==> src/rtl/bcast_load_pkg.sv <==
package bcast_load_pkg;

  typedef struct packed {
    logic capture;
    logic loadWord;
  } ctlStrobes_t;

  typedef enum logic [1:0] {
    ST_IDLE  = 2'd0,
    ST_ISSUE = 2'd1,
    ST_WAIT  = 2'd2
  } ctlState_t;

  localparam logic [6:0] OPC_HI = 7'b1000010;
  localparam logic [1:0] OPC_TY = 2'b10;
  localparam logic [4:0] SP_IDX = 5'd31;

endpackage

==> src/rtl/bcast_load_dp.sv <==
module bcast_load_dp
  import bcast_load_pkg::*;
#(
  parameter int VLEN = 256
) (
  input  logic                clk,
  input  logic                rstN,
  input  ctlStrobes_t         strobes,
  input  logic [31:0]         instr,
  input  logic [63:0]         gprBase,
  input  logic [63:0]         stackPtr,
  input  logic [VLEN/8-1:0]   predMask,
  input  logic [31:0]         memRspData,
  output logic                opMatch,
  output logic                useSp,
  output logic                spMisaligned,
  output logic                anyActiveIn,
  output logic                capAnyActive,
  output logic [63:0]         memAddr,
  output logic                memTagCheck,
  output logic [4:0]          curZt,
  output logic [VLEN-1:0]     resultVec
);

  localparam int LANES32 = VLEN / 32;
  localparam int LANES64 = VLEN / 64;

  logic [LANES32-1:0] act32In, act32Reg;
  logic [LANES64-1:0] act64In, act64Reg;
  logic [63:0]        addrNext;
  logic               e64In, e64Reg;
  logic [31:0]        wordReg;
  logic [VLEN-1:0]    vec32, vec64;
  logic               unusedPredBits;

  assign unusedPredBits = ^predMask;

  assign opMatch = (instr[31:25] == OPC_HI) && (instr[24:23] == OPC_TY) &&
                   instr[22] && instr[15] && instr[14];
  assign e64In        = instr[13];
  assign useSp        = (instr[9:5] == SP_IDX);
  assign spMisaligned = |stackPtr[3:0];
  assign addrNext     = (useSp ? stackPtr : gprBase) + {56'd0, instr[21:16], 2'b00};

  for (genvar i = 0; i < LANES32; i++) begin : g_act32
    assign act32In[i] = predMask[i*4];
    assign vec32[i*32 +: 32] = act32Reg[i] ? wordReg : 32'd0;
  end

  for (genvar j = 0; j < LANES64; j++) begin : g_act64
    assign act64In[j] = predMask[j*8];
    assign vec64[j*64 +: 64] = act64Reg[j] ? {32'd0, wordReg} : 64'd0;
  end

  assign anyActiveIn = e64In ? |act64In : |act32In;
  assign resultVec   = e64Reg ? vec64 : vec32;

  always_ff @(posedge clk) begin
    if (!rstN) begin
      memAddr      <= '0;
      memTagCheck  <= 1'b0;
      curZt        <= '0;
      e64Reg       <= 1'b0;
      act32Reg     <= '0;
      act64Reg     <= '0;
      capAnyActive <= 1'b0;
      wordReg      <= '0;
    end else begin
      if (strobes.capture) begin
        memAddr      <= addrNext;
        memTagCheck  <= !useSp;
        curZt        <= instr[4:0];
        e64Reg       <= e64In;
        act32Reg     <= act32In;
        act64Reg     <= act64In;
        capAnyActive <= anyActiveIn;
      end
      if (strobes.loadWord) begin
        wordReg <= memRspData;
      end
    end
  end

endmodule

==> src/rtl/bcast_load_ctl.sv <==
module bcast_load_ctl
  import bcast_load_pkg::*;
#(
  parameter bit CHECK_SP_IDLE = 1'b1
) (
  input  logic        clk,
  input  logic        rstN,
  input  logic        reqValid,
  output logic        reqReady,
  input  logic        opMatch,
  input  logic        useSp,
  input  logic        spMisaligned,
  input  logic        anyActiveIn,
  input  logic        capAnyActive,
  output logic        memReqValid,
  input  logic        memReqReady,
  input  logic        memRspValid,
  input  logic        memRspErr,
  output ctlStrobes_t strobes,
  output logic        done,
  output logic        alignFault,
  output logic        badOp,
  output logic        memAbort
);

  ctlState_t state;
  logic      idleSpCheck;
  logic      faultNow;
  logic      accept;

  if (CHECK_SP_IDLE) begin : g_idle_chk
    assign idleSpCheck = 1'b1;
  end else begin : g_idle_skip
    assign idleSpCheck = 1'b0;
  end

  assign reqReady    = (state == ST_IDLE);
  assign accept      = reqReady && reqValid;
  assign memReqValid = (state == ST_ISSUE);
  assign faultNow    = useSp && spMisaligned && (anyActiveIn || idleSpCheck);

  assign strobes.capture  = accept && opMatch;
  assign strobes.loadWord = (state == ST_WAIT) && memRspValid && !memRspErr;

  always_ff @(posedge clk) begin
    if (!rstN) begin
      state      <= ST_IDLE;
      done       <= 1'b0;
      alignFault <= 1'b0;
      badOp      <= 1'b0;
      memAbort   <= 1'b0;
    end else begin
      done       <= 1'b0;
      alignFault <= 1'b0;
      badOp      <= 1'b0;
      memAbort   <= 1'b0;
      case (state)
        ST_IDLE: begin
          if (accept) begin
            if (!opMatch)          badOp      <= 1'b1;
            else if (faultNow)     alignFault <= 1'b1;
            else if (!anyActiveIn) done       <= 1'b1;
            else                   state      <= ST_ISSUE;
          end
        end
        ST_ISSUE: begin
          if (memReqReady) state <= ST_WAIT;
        end
        ST_WAIT: begin
          if (memRspValid) begin
            if (memRspErr) memAbort <= 1'b1;
            else           done     <= 1'b1;
            state <= ST_IDLE;
          end
        end
        default: state <= ST_IDLE;
      endcase
    end
  end


  read_needs_lane_chk: assert property (@(posedge clk) disable iff (!rstN)
    memReqValid |-> capAnyActive);


  fault_after_accept_chk: assert property (@(posedge clk) disable iff (!rstN)
    alignFault |-> (!memReqValid && $past(reqValid)));


  single_outcome_chk: assert property (@(posedge clk) disable iff (!rstN)
    $onehot0({done, alignFault, badOp, memAbort}));


  done_source_chk: assert property (@(posedge clk) disable iff (!rstN)
    done |-> ($past(memRspValid && !memRspErr) || !capAnyActive));

endmodule

==> src/rtl/vec_bcast_load.sv <==
module vec_bcast_load
  import bcast_load_pkg::*;
#(
  parameter int VLEN          = 256,
  parameter bit CHECK_SP_IDLE = 1'b1
) (
  input  logic              clk,
  input  logic              rstN,
  input  logic              reqValid,
  output logic              reqReady,
  input  logic [31:0]       instr,
  input  logic [63:0]       gprBase,
  input  logic [63:0]       stackPtr,
  input  logic [VLEN/8-1:0] predMask,
  output logic [4:0]        baseSel,
  output logic [2:0]        predSel,
  output logic              memReqValid,
  input  logic              memReqReady,
  output logic [63:0]       memAddr,
  output logic              memTagCheck,
  input  logic              memRspValid,
  input  logic [31:0]       memRspData,
  input  logic              memRspErr,
  output logic              done,
  output logic [4:0]        doneZt,
  output logic [VLEN-1:0]   doneVec,
  output logic              alignFault,
  output logic              badOp,
  output logic              memAbort
);

  ctlStrobes_t     strobes;
  logic            opMatch, useSp, spMisaligned, anyActiveIn, capAnyActive;
  logic [4:0]      curZt;
  logic [VLEN-1:0] resultVec;

  assign baseSel = instr[9:5];
  assign predSel = instr[12:10];

  bcast_load_dp #(.VLEN(VLEN)) u_dp (
    .clk(clk), .rstN(rstN), .strobes(strobes), .instr(instr),
    .gprBase(gprBase), .stackPtr(stackPtr), .predMask(predMask),
    .memRspData(memRspData), .opMatch(opMatch), .useSp(useSp),
    .spMisaligned(spMisaligned), .anyActiveIn(anyActiveIn),
    .capAnyActive(capAnyActive), .memAddr(memAddr),
    .memTagCheck(memTagCheck), .curZt(curZt), .resultVec(resultVec)
  );

  bcast_load_ctl #(.CHECK_SP_IDLE(CHECK_SP_IDLE)) u_ctl (
    .clk(clk), .rstN(rstN), .reqValid(reqValid), .reqReady(reqReady),
    .opMatch(opMatch), .useSp(useSp), .spMisaligned(spMisaligned),
    .anyActiveIn(anyActiveIn), .capAnyActive(capAnyActive),
    .memReqValid(memReqValid), .memReqReady(memReqReady),
    .memRspValid(memRspValid), .memRspErr(memRspErr), .strobes(strobes),
    .done(done), .alignFault(alignFault), .badOp(badOp), .memAbort(memAbort)
  );

  assign doneZt  = done ? curZt : 5'd0;
  assign doneVec = done ? resultVec : '0;


  addr_hold_chk: assert property (@(posedge clk) disable iff (!rstN)
    (memReqValid && !memReqReady) |=> (memReqValid && $stable(memAddr)));

endmodule

==> config.mk <==
export PLATFORM = sky130hd
export DESIGN_NAME = vec_bcast_load
export DESIGN_NICKNAME = d
export VERILOG_FILES = /design/src/rtl/bcast_load_pkg.sv /design/src/rtl/bcast_load_dp.sv /design/src/rtl/bcast_load_ctl.sv /design/src/rtl/vec_bcast_load.sv
export SDC_FILE = /design/constraint.sdc
export NUM_CORES = 1
export LEC_CHECK = 0
export ABC_AREA = 1
export BUFFER_PORTS_ARGS = -buffer_cell sky130_fd_sc_hd__buf_2
export CELL_PAD_IN_SITES_DETAIL_PLACEMENT = 0
export CELL_PAD_IN_SITES_GLOBAL_PLACEMENT = 1
export CORE_AREA = 2 2 221 223
export DETAILED_ROUTE_END_ITERATION = 10
export DIE_AREA = 0 0 223 225
export PLACE_DENSITY = 0.61
export SETUP_SLACK_MARGIN = 0.05
export SKIP_LAST_GASP = 1
export SYNTH_ARGS = -nofsm -noshare
export SYNTH_HDL_FRONTEND = slang
export SYNTH_SLANG_ARGS = --single-unit
export TNS_END_PERCENT = 100
==> constraint.sdc <==
create_clock -name clk -period 4.45 [get_ports clk]
set_input_delay 0.2225 -clock clk [delete_from_list [all_inputs] [get_ports clk]]
set_output_delay 0.2225 -clock clk [all_outputs]
set_load 0.05 [all_outputs]
==> reports/metrics.cfg <==
[detailed_routing]
routed_wl_um=54030
wl_per_cell_um=17.92
drt-initial-drc-count=742
ant_nets=0
first_pass_iters=7
drcViolationCount=0
vias=13200
vias_per_cell=4.378

[critical_path]
path_cells=nand2_1, nor2_1, buf_2
r2r_start=u_ctl.state[1]
cp-end-kind=output pin
path_class=reg -> out
critical_path.slowest_cell=nand2_1
startpoint=u_ctl.done
path_buf_inv=1
cp_data_required_time_ns=4.23
cp-start-kind=flop
reg2reg_setup_slack_ns=2.33
arrival_ns=2.89
worst-path-max-fanout=32
critPathMaxStageDelay_ns=0.92
crit_family=simple AND/OR/NAND/NOR gates

[finish]
antenna_cells=0
final_cell_mix=616 x nand2_1, 538 x buf_2, 447 x nor2_1, 253 x inv_1, 117 x dfxtp_1
drive_above_1_share_pct=27.07
utilization_pct=28.93
design_area_sq_um=13750
syn_to_final_growth_pct=38.26
final_nets=2626
final_common_cell=nand2_1

[logic_synthesis]
synth_edf_count=0
synth_ff_type=dfxtp_1
netlist_area_sq_um=9948
syn_nets=2140
ys_seq_elements=117
syn_inst=1903
synth-async-reset-ratio_pct=0
synth_seq_area_share_pct=23.54
postSynthAreaPerCell_sq_um=5.228
synth_cell_types=35
ys_warn_count=0

[pwr]
seqPwrFrac_pct=33.7
p_total_mw=3.246
power_frac_clock_pct=46.0
power.net_switching_mw=1.012
p_leak_nw=7.606
combPwrFrac_pct=20.3
p_int_mw=2.234
switching_share_pct=31.18
power_density_nw_per_um2=236.0
irDropWorstVdd_v=0.0002320

[clock_tree]
clockBufferDepth=2
root_buffer=clkbuf_16
clock-sinks=117
clk_pin_slew_ns=0.05
cts_made_buffers=17
htree_levels=4
post_cts_buffers=0
clkLatencyLatePin_ns=0.45
cts_tree=done

[sta]
max_freq_ghz=0.3218
final-setup-viol-count=0
timing.slew.headroom_pct=14.07
finalCritPeriodShare_pct=69.84
period_needed_ns=3.108
hold_viol=0
fin_skew_ns=0.004913
worst_pin_slew_ns=1.286
slew_violations=0
setup_tns_ns=0
rsz0062_at_grt=no
fin_ws_ns=1.342

[global_routing]
antenna_found_initial=7
grt_max_degree=100
grt_pass1_wl_um=77420
grt_overflow=0
grt_usage_pct=20.89
grt_pass1_vias=12330

[placement]
postPlaceCellArea_sq_um=13050
port_buffers=539
gp_congestion=0.9669
hpwlAfterDp_um=44620
post-place-ws_ns=1.146

[hold_path]
hold_class=in -> reg
min_from=predMask[12]

[die]
dieArea_sq_um=50180
die_x_um=223
rows=80
initial_core_util_pct=20.92
die_h_um=225
ios=570
placeableCoreArea_sq_um=47550

[run_status]
outcome=complete, no violations

[run]
cap_violations=0

## power groups by stage
| stage | Clock, mW | Sequential, mW | Combinational, mW |
|---|---|---|---|
| floorplan | 0 | 1.12 | 0.395 |
| global placement | 0 | 1.12 | 0.644 |
| detailed placement | 0 | 1.12 | 0.651 |
| CTS | 1.54 | 1.10 | 0.658 |
| global route | 1.59 | 1.10 | 0.732 |
| finish | 1.49 | 1.10 | 0.658 |
## synthesized netlist by cell type, types with 12 or more instances
master	instances	share of area, %
nand4_1	21	1.3
inv_1	254	9.6
a21oi_1	60	3.0
nor2_1	448	17
clkbuf_1	49	1.8
o21ai_0	80	4.0
nand2_1	616	23
nand2_2	16	1.0
nand3_1	79	4.0
buf_4	13	0.98
nor2_2	32	2.0
o21ai_1	17	0.86
xor2_1	12	1.1
dfxtp_1	117	24
buf_1	13	0.49
## area by class of cell
| class | count | area, sq um |
|---|---|---|
| Tap cell | 615 | 769.5 |
| Inverter | 265 | 994.7 |
| Clock inverter | 8 | 120.1 |
| Sequential cell | 117 | 2342 |
| Multi-Input combinational cell | 1430 | 6145 |
| Clock buffer | 23 | 508.0 |
| Fill cell | 5551 | 33790 |
| Timing Repair Buffer | 558 | 2875 |
## per-layer routing
metal	GRT usage (%)	vias up	routed length (um)
li1	-	6721	-
met1	22.97	5875	21490
met2	38.77	525	27320
met3	3.585	80	2784
met4	10.18	2	2435
met5	0	-	5
## cells by family after synthesis
group           count (synthesis)  synth area share (%)
buf+inv                       356                 14.82
xor+xnor                       14                 1.233
fa+ha+maj                       7                0.9558
flops                         117                 23.54
compound gates                181                 9.684
simple gates                 1228                 49.77
## worst register-to-register path: stages, from the launching register on
cell,delay [ns]
dfxtp_1,0.32
nor2_1,0.26
inv_2,0.14
nor2_4,0.63
buf_4,0.41
nand3_1,0.15
nand2_1,0.08
inv_1,0.03
## repair_timing
item / CTS / global route
endpoints found under the hold margin: 8 / 0
hold buffers: 8 / 0
resized for setup: 0 / 0
## worst paths after layout
| check | to | cells past startpoint |
|---|---|---|
| setup / recovery | doneVec[201] | 3 |
| setup reg to reg | u_dp.memAddr[31] | 7 |
| hold / removal | u_dp.act32Reg[3] | 3 |
| hold reg to reg | u_dp.memAddr[9] | 2 |
## flip-flops by register name, indices dropped and copies added, names as in the netlist, 2 cells and up
| signal | cells |
|---|---|
| u_dp.memAddr | 64 |
| u_ctl.state | 2 |
| u_dp.wordReg | 32 |
| u_dp.act64Reg | 3 |
| u_dp.curZt | 5 |
| u_dp.act32Reg | 5 |
## through the flow
step | hold slack, ns | instances
floorplan | 0.3464 | 1903
global placement | 0.4453 | 2977
detailed placement | 0.4453 | 2977
CTS | 0.001915 | 3016
global route | 0.01393 | 3016
finish | 0.03974 | 3016
Power figures use the tool's default switching activity.
